[config.mk]
export PLATFORM = sky130hd
export DESIGN_NAME = iso_out_rx
export DESIGN_NICKNAME = d
export VERILOG_FILES = /design/src/rtl/iso_rx_pkg.sv /design/src/rtl/iso_rx_fifo.sv /design/src/rtl/iso_rx_lenq.sv /design/src/rtl/iso_rx_csr.sv /design/src/rtl/iso_out_rx.sv
export SDC_FILE = /design/constraint.sdc
export NUM_CORES = 2
export LEC_CHECK = 0
export ABC_AREA = 1
export BUFFER_PORTS_ARGS = -buffer_cell sky130_fd_sc_hd__buf_4
export CAP_MARGIN = 20
export CORE_ASPECT_RATIO = 0.5
export CORE_UTILIZATION = 60
export CTS_CLUSTER_DIAMETER = 100
export DETAILED_ROUTE_END_ITERATION = 7
export PLACE_DENSITY = 0.76
export SLEW_MARGIN = 20
export SYNTH_ARGS = -nofsm -noshare
export SYNTH_HDL_FRONTEND = slang
export SYNTH_SLANG_ARGS = --single-unit
[constraint.sdc]
create_clock -name clk -period 3.9 [get_ports clk]
set_input_delay 1.17 -clock clk [delete_from_list [all_inputs] [get_ports clk]]
set_output_delay 1.17 -clock clk [all_outputs]
set_load 0.02 [all_outputs]
[src/rtl/iso_rx_pkg.sv]
package iso_rx_pkg;

  // Status register bit positions (software decodes these)
  localparam int unsigned BIT_SVC    = 0;
  localparam int unsigned BIT_DONE   = 1;
  localparam int unsigned BIT_OVF    = 2;
  localparam int unsigned BIT_DMAEN  = 3;
  localparam int unsigned BIT_NEMPTY = 6;
  localparam int unsigned BIT_SHORT  = 7;

  // Outcome of an end-of-packet event
  typedef enum logic [1:0] {
    EOP_NONE   = 2'd0,
    EOP_COMMIT = 2'd1,
    EOP_DROP   = 2'd2,
    EOP_EMPTY  = 2'd3
  } eop_kind_e;

endpackage

[src/rtl/iso_rx_fifo.sv]
// Byte store with a staging write pointer. Bytes of the packet in flight
// are written past the committed pointer and become visible only on commit;
// abort rewinds the staging pointer. DEPTH must be a power of two.
module iso_rx_fifo #(
  parameter int DEPTH = 256,
  parameter int DW    = 8,
  localparam int AW   = $clog2(DEPTH),
  localparam int CW   = AW + 1
) (
  input  logic          clk,
  input  logic          rst_n,
  input  logic          wr_en,
  input  logic [DW-1:0] wr_data,
  input  logic          commit,
  input  logic [CW-1:0] commit_len,
  input  logic          abort,
  input  logic          pop_req,
  output logic          pop_ok,
  output logic [DW-1:0] rd_data,
  output logic [CW-1:0] fill
);

  logic [DW-1:0] mem [DEPTH];
  logic [AW-1:0] stage_ptr, stage_ptr_nxt;
  logic [AW-1:0] cmt_ptr, cmt_ptr_nxt;
  logic [AW-1:0] rd_ptr, rd_ptr_nxt;
  logic [CW-1:0] fill_nxt;
  logic [AW-1:0] stage_adv;

  assign pop_ok  = pop_req && (fill != '0);
  assign rd_data = (fill != '0) ? mem[rd_ptr] : '0;

  always_comb begin
    stage_adv     = stage_ptr + AW'(wr_en);
    stage_ptr_nxt = abort ? cmt_ptr : stage_adv;
    cmt_ptr_nxt   = commit ? stage_adv : cmt_ptr;
    rd_ptr_nxt    = rd_ptr + AW'(pop_ok);
    fill_nxt      = fill + (commit ? commit_len : '0) - CW'(pop_ok);
  end

  always_ff @(posedge clk) begin
    if (wr_en) begin
      mem[stage_ptr] <= wr_data;
    end
  end

  always_ff @(posedge clk or negedge rst_n) begin
    if (!rst_n) begin
      stage_ptr <= '0;
      cmt_ptr   <= '0;
      rd_ptr    <= '0;
      fill      <= '0;
    end else begin
      stage_ptr <= stage_ptr_nxt;
      cmt_ptr   <= cmt_ptr_nxt;
      rd_ptr    <= rd_ptr_nxt;
      fill      <= fill_nxt;
    end
  end

  // Committed level can never pass the storage size
  assert_fill_bound_R6: assert property (@(posedge clk) disable iff (!rst_n)
    fill <= CW'(DEPTH));

  // A pop on an empty store leaves the read side untouched
  assert_empty_pop_R3: assert property (@(posedge clk) disable iff (!rst_n)
    (pop_req && fill == '0 && !commit) |=> ($stable(rd_ptr) && fill == '0));

endmodule

[src/rtl/iso_rx_lenq.sv]
// Queue of committed packet lengths; tracks how many bytes of the head
// packet have been popped and retires the entry on its last byte.
module iso_rx_lenq #(
  parameter int QDEPTH = 8,
  parameter int LW     = 7,
  localparam int QAW   = $clog2(QDEPTH),
  localparam int QCW   = $clog2(QDEPTH + 1)
) (
  input  logic          clk,
  input  logic          rst_n,
  input  logic          push,
  input  logic [LW-1:0] push_len,
  input  logic          push_short,
  input  logic          byte_pop,
  output logic          has_pkt,
  output logic          head_short,
  output logic          full
);

  logic [LW-1:0]  len_q   [QDEPTH];
  logic           short_q [QDEPTH];
  logic [QAW-1:0] wr_ptr, wr_ptr_nxt;
  logic [QAW-1:0] rd_ptr, rd_ptr_nxt;
  logic [QCW-1:0] qcnt, qcnt_nxt;
  logic [LW-1:0]  head_used, head_used_nxt;
  logic           retire;

  assign has_pkt    = (qcnt != '0);
  assign full       = (qcnt == QCW'(QDEPTH));
  assign head_short = has_pkt && short_q[rd_ptr];

  always_comb begin
    retire        = byte_pop && has_pkt && ((head_used + LW'(1)) == len_q[rd_ptr]);
    wr_ptr_nxt    = (wr_ptr == QAW'(QDEPTH - 1)) ? '0 : wr_ptr + QAW'(1);
    rd_ptr_nxt    = (rd_ptr == QAW'(QDEPTH - 1)) ? '0 : rd_ptr + QAW'(1);
    qcnt_nxt      = qcnt + QCW'(push) - QCW'(retire);
    head_used_nxt = head_used;
    if (retire) begin
      head_used_nxt = '0;
    end else if (byte_pop) begin
      head_used_nxt = head_used + LW'(1);
    end
  end

  always_ff @(posedge clk) begin
    if (push) begin
      len_q[wr_ptr]   <= push_len;
      short_q[wr_ptr] <= push_short;
    end
  end

  always_ff @(posedge clk or negedge rst_n) begin
    if (!rst_n) begin
      wr_ptr    <= '0;
      rd_ptr    <= '0;
      qcnt      <= '0;
      head_used <= '0;
    end else begin
      if (push)   wr_ptr <= wr_ptr_nxt;
      if (retire) rd_ptr <= rd_ptr_nxt;
      qcnt      <= qcnt_nxt;
      head_used <= head_used_nxt;
    end
  end

  // Every byte popped from the store belongs to a queued packet
  assert_pop_has_pkt_R4: assert property (@(posedge clk) disable iff (!rst_n)
    byte_pop |-> has_pkt);

  // The assembler never pushes into a full queue
  assert_no_push_full_R6: assert property (@(posedge clk) disable iff (!rst_n)
    push |-> !full);

endmodule

[src/rtl/iso_rx_csr.sv]
// Status/control register and interrupt qualification.
module iso_rx_csr
  import iso_rx_pkg::*;
(
  input  logic       clk,
  input  logic       rst_n,
  input  logic       wr,
  input  logic [7:0] wdata,
  input  logic       set_done,
  input  logic       set_ovf,
  input  logic       svc,
  input  logic       nempty,
  input  logic       head_short,
  input  logic       fill_low,
  output logic [7:0] rdata,
  output logic       irq
);

  logic done_q, done_nxt;
  logic ovf_q, ovf_nxt;
  logic dma_q, dma_nxt;

  always_comb begin
    done_nxt = done_q;
    if (set_done) begin
      done_nxt = 1'b1;
    end else if (wr && wdata[BIT_DONE]) begin
      done_nxt = 1'b0;
    end
    ovf_nxt = ovf_q;
    if (set_ovf) begin
      ovf_nxt = 1'b1;
    end else if (wr && wdata[BIT_OVF]) begin
      ovf_nxt = 1'b0;
    end
    dma_nxt = wr ? wdata[BIT_DMAEN] : dma_q;
  end

  always_ff @(posedge clk or negedge rst_n) begin
    if (!rst_n) begin
      done_q <= 1'b0;
      ovf_q  <= 1'b0;
      dma_q  <= 1'b0;
    end else begin
      done_q <= done_nxt;
      ovf_q  <= ovf_nxt;
      dma_q  <= dma_nxt;
    end
  end

  always_comb begin
    rdata             = '0;
    rdata[BIT_SVC]    = svc;
    rdata[BIT_DONE]   = done_q;
    rdata[BIT_OVF]    = ovf_q;
    rdata[BIT_DMAEN]  = dma_q;
    rdata[BIT_NEMPTY] = nempty;
    rdata[BIT_SHORT]  = head_short;
  end

  assign irq = done_q && (!dma_q || fill_low);

  assert_done_w1c_R5: assert property (@(posedge clk) disable iff (!rst_n)
    (wr && wdata[BIT_DONE] && !set_done) |=> !done_q);

  assert_done_set_R5: assert property (@(posedge clk) disable iff (!rst_n)
    set_done |=> done_q);

  assert_dma_hold_R8: assert property (@(posedge clk) disable iff (!rst_n)
    !wr |=> $stable(dma_q));

endmodule

[src/rtl/iso_out_rx.sv]
// Isochronous OUT endpoint receive controller: packet assembly, whole-packet
// drop on overflow, boundary tracking, status register and interrupt.
module iso_out_rx
  import iso_rx_pkg::*;
#(
  parameter int FIFO_DEPTH = 256,
  parameter int MAX_PKT    = 64,
  parameter int LENQ_DEPTH = 8,
  parameter int DMA_LEVEL  = 32
) (
  input  logic       clk,
  input  logic       rst_n,
  input  logic       rx_vld,
  input  logic [7:0] rx_byte,
  input  logic       rx_eop,
  input  logic       rx_short,
  input  logic       csr_wr,
  input  logic [7:0] csr_wdata,
  output logic [7:0] csr_rdata,
  input  logic       rd_pop,
  output logic [7:0] rd_data,
  output logic       irq_rx
);

  localparam int FCW = $clog2(FIFO_DEPTH) + 1;
  localparam int LW  = $clog2(MAX_PKT + 1);

  // Reset: asserted asynchronously, released on a clock edge
  logic rst_meta, rst_sync_n;
  always_ff @(posedge clk or negedge rst_n) begin
    if (!rst_n) begin
      rst_meta   <= 1'b0;
      rst_sync_n <= 1'b0;
    end else begin
      rst_meta   <= 1'b1;
      rst_sync_n <= rst_meta;
    end
  end

  logic [LW-1:0]  pkt_len, pkt_len_nxt, end_len;
  logic           pkt_drop, pkt_drop_nxt, end_drop;
  logic           room_ok, byte_ok;
  eop_kind_e      eop_kind;
  logic [FCW-1:0] fill;
  logic           pop_ok;
  logic           lq_full, lq_has, lq_short;
  logic           do_commit, do_drop;

  always_comb begin
    room_ok  = (32'(fill) + 32'(pkt_len)) < 32'(FIFO_DEPTH);
    byte_ok  = rx_vld && !pkt_drop && (32'(pkt_len) < 32'(MAX_PKT)) && room_ok;
    end_len  = pkt_len + LW'(byte_ok);
    end_drop = pkt_drop || (rx_vld && !byte_ok);

    eop_kind = EOP_NONE;
    if (rx_eop) begin
      if (end_drop || lq_full) begin
        eop_kind = (end_len == '0 && !end_drop) ? EOP_EMPTY : EOP_DROP;
      end else if (end_len == '0) begin
        eop_kind = EOP_EMPTY;
      end else begin
        eop_kind = EOP_COMMIT;
      end
    end

    if (rx_eop) begin
      pkt_len_nxt  = '0;
      pkt_drop_nxt = 1'b0;
    end else begin
      pkt_len_nxt  = end_len;
      pkt_drop_nxt = end_drop;
    end
  end

  assign do_commit = (eop_kind == EOP_COMMIT);
  assign do_drop   = (eop_kind == EOP_DROP);

  always_ff @(posedge clk or negedge rst_sync_n) begin
    if (!rst_sync_n) begin
      pkt_len  <= '0;
      pkt_drop <= 1'b0;
    end else if (rx_vld || rx_eop) begin
      pkt_len  <= pkt_len_nxt;
      pkt_drop <= pkt_drop_nxt;
    end
  end

  iso_rx_fifo #(
    .DEPTH (FIFO_DEPTH),
    .DW    (8)
  ) u_fifo (
    .clk        (clk),
    .rst_n      (rst_sync_n),
    .wr_en      (byte_ok),
    .wr_data    (rx_byte),
    .commit     (do_commit),
    .commit_len (FCW'(end_len)),
    .abort      (do_drop),
    .pop_req    (rd_pop),
    .pop_ok     (pop_ok),
    .rd_data    (rd_data),
    .fill       (fill)
  );

  iso_rx_lenq #(
    .QDEPTH (LENQ_DEPTH),
    .LW     (LW)
  ) u_lenq (
    .clk        (clk),
    .rst_n      (rst_sync_n),
    .push       (do_commit),
    .push_len   (end_len),
    .push_short (rx_short),
    .byte_pop   (pop_ok),
    .has_pkt    (lq_has),
    .head_short (lq_short),
    .full       (lq_full)
  );

  iso_rx_csr u_csr (
    .clk        (clk),
    .rst_n      (rst_sync_n),
    .wr         (csr_wr),
    .wdata      (csr_wdata),
    .set_done   (do_commit),
    .set_ovf    (do_drop),
    .svc        (lq_has),
    .nempty     (fill != '0),
    .head_short (lq_short),
    .fill_low   (32'(fill) < 32'(DMA_LEVEL)),
    .rdata      (csr_rdata),
    .irq        (irq_rx)
  );

  // A discarded packet always leaves the overflow flag set
  assert_drop_flags_R6: assert property (@(posedge clk) disable iff (!rst_sync_n)
    do_drop |=> csr_rdata[BIT_OVF]);

  // Service flag never claims a packet without stored bytes
  assert_svc_has_data_R4: assert property (@(posedge clk) disable iff (!rst_sync_n)
    csr_rdata[BIT_SVC] |-> csr_rdata[BIT_NEMPTY]);

  // Empty end-of-packet leaves the committed level alone
  assert_empty_eop_R10: assert property (@(posedge clk) disable iff (!rst_sync_n)
    (eop_kind == EOP_EMPTY && !rd_pop) |=> $stable(fill));

  // Oversize packets are never committed
  assert_size_limit_R7: assert property (@(posedge clk) disable iff (!rst_sync_n)
    do_commit |-> (32'(end_len) <= 32'(MAX_PKT)));

endmodule

# == Word-level counts from Yosys, hierarchy flattened ==
# Memory sizes are Yosys's and may differ from the RTL's.
# Index checks and enable logic that the tools add are counted.
# word_totals
ff_bits,63
mem_bits_rw,2112
input_bits,23
output_inout_bits,17
n_memories,3
# memory_table
name,words,word_bits,read_ports,rd_clocked_by_memory_dff,write_ports,line,rtl
u_fifo.mem,256,8,1,0,1,iso_rx_fifo.sv:23,logic [DW-1:0] mem [DEPTH];
u_lenq.len_q,8,7,1,0,1,iso_rx_lenq.sv:20,logic [LW-1:0] len_q [QDEPTH];
u_lenq.short_q,8,1,1,0,1,iso_rx_lenq.sv:21,logic short_q [QDEPTH];
# classes
n_addsub,11
order_cmp,3
eq_ne,6
n_mux,21
reduce_logical,26
# op_table
cell,n
$mux 7,4
$add 8x1->8,2
$mux 8,2
$logic_and 1x1->1,12
$add 9x7->10,1
$lt 10x9->1 const B,1
$mux 1,10
$add 9x9->9,1
$lt 9x6->1 const B,1
$reduce_bool 9->1,1
$sub 9x1->9,1
$add 7x1->7,1
$add 7x1->7 const B,1
$eq 7x7->1,1
$logic_not 7->1,1
$lt 7x7->1 const B,1
$add 3x1->3 const B,2
$eq 3x3->1 const B,2
$mux 2,3
$mux 3,2
$reduce_bool 2->1,3
$add 4x1->4,1
$eq 4x4->1 const B,1
$logic_not 1->1,4
5 further kinds,8

# == Logic depth before layout (Yosys ltp) ==
# depth
ltp_word,16
ltp_mapped,35

# == By module ==
# From an unflattened synthesis, not the netlist that was laid out.
# hier_totals
cells_unflattened,8304
hier_area_um2,91775.5
# modules_own_cells
mod,n_inst,cells_per_inst,area_per_inst_um2,seq_area_each_um2
iso_rx_fifo,1,7785,86959.7,62324.8
iso_rx_lenq,1,396,3886.2,2347.3
iso_out_rx,1,97,735.7,250.2
iso_rx_csr,1,26,193.9,75.1

# == Worst setup path after synthesis ==
# Ideal clock, no wire load.
# synth_path
path_type,input-to-reg
startpoint,input port rx_vld
endpoint,register u_fifo.fill[8]
setup_ns,0.079
arrival_time_ns,5.050
setup_slack_ns,-1.229
path_stages,25
n_path_buf,2
cell_sequence,inv_1 > nor3_1 > nand4_1 > clkinv_1 > buf_4 > ha_1 > ha_1 > nand3_1 > xor2_1 > inv_1 > nand4_1 > nand3_1 > nor2_1 > buf_2 > nand2_1 > ha_1 > inv_1 > fa_1 > nand3_1 > nand3_1 > a21o_1 > a21oi_1 > o21ai_0 > a21oi_1 > xor2_1
# synth_via
elab_cells_between_ends,19
# synth_rtl
item,line,rtl
"start, declared",iso_out_rx.sv:13,"input logic rx_vld,"
$logic_and 1x1->1 * (3 in series),iso_out_rx.sv:51,byte_ok = rx_vld && !pkt_drop && (32'(pkt_len) < 32'(MAX_PKT)) && room_ok;
$add 7x1->7 *,iso_out_rx.sv:52,end_len = pkt_len + LW'(byte_ok);
net end_len[4],iso_out_rx.sv:40,"logic [LW-1:0] pkt_len, pkt_len_nxt, end_len;"
$logic_not 7->1 *,"iso_out_rx.sv:58, iso_out_rx.sv:59",
$logic_and 1x1->1,iso_out_rx.sv:58,eop_kind = (end_len == '0 && !end_drop) ? EOP_EMPTY : EOP_DROP;
$mux 1,iso_out_rx.sv:58,
$mux 2 *,iso_out_rx.sv:57,if (end_drop || lq_full) begin
$mux 2 *,iso_out_rx.sv:56,if (rx_eop) begin
$eq 2x1->1 *,iso_out_rx.sv:75,assign do_commit = (eop_kind == EOP_COMMIT);
net do_commit,iso_out_rx.sv:47,"logic do_commit, do_drop;"
$mux 7 *,iso_rx_fifo.sv:38,fill_nxt = fill + (commit ? commit_len : '0) - CW'(pop_ok);
$add 9x9->9 *,iso_rx_fifo.sv:38,
$sub 9x1->9 *,iso_rx_fifo.sv:38,
net u_fifo.fill_nxt[8],iso_rx_fifo.sv:27,logic [CW-1:0] fill_nxt;
"end signal, assigned",iso_rx_fifo.sv:57,fill <= fill_nxt;
"end, declared",iso_rx_fifo.sv:20,output logic [CW-1:0] fill
# The timed path passes the listed nets; every way through them passes the cells marked *.
# A chain may end at the register's enable or synchronous reset.

# == Final worst setup path ==
# layout_path
startpoint,register u_fifo.rd_ptr[0]
endpoint,output port rd_data[6]
# layout_via
elab_chain_cells,2
# layout_lines
item,line,rtl
"start, declared",iso_rx_fifo.sv:26,"logic [AW-1:0] rd_ptr, rd_ptr_nxt;"
"start signal, assigned",iso_rx_fifo.sv:56,rd_ptr <= rd_ptr_nxt;
$mem_v2 256x8,n/a,
$mux 8,iso_rx_fifo.sv:31,assign rd_data = (fill != '0) ? mem[rd_ptr] : '0;
"end, declared",iso_out_rx.sv:21,"output logic [7:0] rd_data,"
# No other way between the ends.

==> flow_summary.toml <==
[timing]
fmax_mhz = 208
period_needed_ps = 4800
rsz0062_at_grt = "true"
report.final.slew_viol_count = 0
max_slew_margin = 0.375
tightestPinTransition_ps = 938
finalHoldViolCount = 0
clock_skew_ps = 34.6
setup_violations = 13
hold_slack_ps = 132
layout_setup_ws_ps = -901
fin_setup_tns_ps = -8330
finalCritPeriodShare = 1.23

[placement]
io_buffers = 32
gp_congestion = 0.953
dp_cells = 10300
hpwl_mm = 148

[yosys]
synthFlopType = "edfxtp_1"
yosys-mux-area-fraction = 0.000124
synthAdderAreaFrac = 0.00594
synth_most_common_cell = "nand2_1"
synth_xor_area_frac = 0.00326
synth_top_area_frac = 0.697
synth_top_area_cell = "edfxtp_1"
yosysUniqueCellTypes = 41
synth_simple_gate_area_frac = 0.198
avgSynthCellArea_sq_um = 11.2
synth-compound-area-share = 0.0375
syn_inst = 8085
synth_top_family_by_area = "simple AND/OR/NAND/NOR gates"
async_reset_ff_frac = 0.0290
yosys_warnings = 0
yosysSeqAreaShare = 0.715
syn_area_sq_mm = 0.0909
synth_area_leaders = "edfxtp_1 70%, nand2_1 10%, nand3_1 5.7%"
ys_top_cells_by_count = "2,538 x nand2_1, 2,112 x edfxtp_1, 1,033 x nand3_1, 794 x nor2_1, 317 x inv_1"
synth_edf_count = 2112
ys_ff_latch = 2175

[global_route]
grt_pass1_vias = 61100
top_usage_layer = "met2"
overflow = 0
grt_use_total = 0.323
grt_pass1_wl_mm = 369
antenna_found_initial = 7
use_met1 = 0.449
met2_usage = 0.497
grt_max_degree = 92
use_met3 = 0.0784

[clock_tree]
cts.sinks = 2175
clockBufferDepth = 3
cts-root-buf = "clkbuf_16"
cts_made_buffers = 182
clkTransAtPathRegs_ps = 70
cts_tree = "done"
htree_levels = 4
clock_latency_ps = 840

[worst_setup_path]
timing.rr.end = "u_fifo.fill[8]"
required_ps = 2730
setup.worst_path.end_class = "primary output"
cpMaxStageDelayCell = "dfrtp_4"
reg2reg_slack_ps = -380
rr_startpoint = "u_fifo.fill[1]"
max_stage_delay_ps = 440
path_class = "reg -> out"
reg2reg_depth = 30
startpoint_type = "register"
cp.arrival_ps = 3630
crit_buf_inv = 6
crit_family = "buffers and inverters"
crit_chain = "buf_4 > buf_12 > buf_12 > buf_12 > nand2_1 > a21boi_0 > o211ai_1 > nand3_1 > nand2_2 > nand2_1 > nand2_1 > nand3_1 > a21oi_1 > buf_4 > buf_4"
cp_max_fo = 20

[run_status]
status = "finished, violations left"
violations = "setup timing"

[cells_and_area]
drive_above_1_share = 0.125
area_growth_pct = 14.5
fillers = 10000
nets = 8550
layout.cells.non_filler = 10600

[detailed_routing]
drt_iter0_drc = 9630
remaining_drc_errors = 0
drt-vias-per-instance = 6.03
wl_per_cell_microns = 23.4
antenna_left = 0
num_vias = 64100
drt-total-wl_mm = 249
drt-pass1-iter-count = 6

[power]
pwr_density_cell_mw_per_mm2 = 704
leakage_uw = 0.0395
peakVddDrop_mv = 0.649

[die]
row_count = 100
die_x_microns = 553
core_area_sq_mm = 0.150
die_h_microns = 277
ios = 40
die_area_sq_mm = 0.153
initial_utilization = 0.608

[worst_hold_path]
hold_path.class = "in -> async"

[job]
max-cap-violations = 0
[report_power, final]
group / total (uW) / leakage, uW / switching, uW / internal (uW)
clock: 17600 / 0.00272 / 8320 / 9330
sequential: 26300 / 0.0198 / 317 / 25900
combinational: 29400 / 0.0170 / 19600 / 9780
[cell families (layout without fill, tap and decap cells)]
family                     count (synthesis)  in the layout
AOI/OAI and AO/OA                        602            602
xor gates and xnor gates                  33             33
adders and majority gates                 42             42
buffers and inverters                    817           1362
DFF                                     2175           2175
muxes                                      1              1
other                                      2             13
and+or+nand+nor                         4413           4413
[cells in the final DEF (no fill, tap or decap), drive strengths merged, types with 18 or more instances in the layout]
| master | instances |
|---|---|
| buf | 689 |
| o21ai | 259 |
| dfrtp | 63 |
| nand4 | 19 |
| nor2 | 794 |
| nand2 | 2540 |
| a21oi | 176 |
| nand3 | 1034 |
| clkbuf | 234 |
| o211ai | 83 |
| edfxtp | 2112 |
| a21boi | 62 |
| ha | 40 |
| xor2 | 29 |
| clkinv | 86 |
| o22ai | 18 |
| inv | 330 |
[flip-flops by register name, indices dropped and copies added (netlist names)]
signal	flops
pkt_drop	1
rst_sync_n	1
u_fifo.mem	2048
u_lenq.qcnt	4
u_fifo.rd_ptr	8
u_fifo.stage_ptr	8
u_fifo.cmt_ptr	8
u_csr.dma_q	1
u_fifo.fill	9
u_lenq.head_used	7
u_lenq.rd_ptr	3
rst_meta	1
pkt_len	7
u_lenq.short_q	8
u_lenq.wr_ptr	3
u_lenq.len_q	56
u_csr.done_q	1
u_csr.ovf_q	1
[routing by layer]
metal / share of wire / wire (microns) / vias to the layer above
met5: 0.00011 / 27 / -
met4: 0.038 / 9430 / 6
met3: 0.13 / 33200 / 605
met2: 0.46 / 113000 / 4172
met1: 0.37 / 92700 / 30700
li1: - / - / 28600
[metrics by stage]
stage	worst slack, ps	instance area, sq um	power, uW	utilization
global route	-981	104000	76300	0.696
finish	-901	104000	73300	0.696
global placement	-747	97400	53000	0.651
CTS	-806	104000	72300	0.694
detailed placement	-814	97400	53600	0.651
floorplan	-835	91100	42600	-
[how the worst max path moves through the flow]
stage / slack [ps] / cells past startpoint / startpoint / end
3_5_place_dp: -810 / 26 / rx_vld / u_fifo.fill[8]
5_1_grt: -980 / 15 / u_fifo.rd_ptr[0] / rd_data[6]
4_1_cts: -810 / 15 / u_fifo.rd_ptr[0] / rd_data[6]
6_report: -900 / 15 / u_fifo.rd_ptr[0] / rd_data[6]
3_3_place_gp: -750 / 26 / rx_vld / u_fifo.fill[8]
2_1_floorplan: -840 / 27 / rx_vld / u_fifo.fill[8]
[timing repair]
item / CTS / global route
gates cloned: 11 / 2
setup endpoints to repair: 13 / 81
pin swaps: 34 / 11
gates resized for setup: 102 / 44
hold buffers: 0 / 0
buffers inserted: 18 / 7
[area by class of cell]
class                           count  area [sq um]  share of cell area
Tap cell                         1989          2490              0.0239
Sequential cell                  2175         65000               0.624
Clock buffer                      232          4770              0.0458
Timing Repair inverter              2          20.0            0.000192
Clock inverter                     98           785             0.00753
Antenna cell                       10          25.0            0.000240
Timing Repair Buffer              700          7010              0.0673
Inverter                          330          1300              0.0125
Multi-Input combinational cell   5094         22700               0.218
Note: power is estimated with default switching activity, not from simulation.
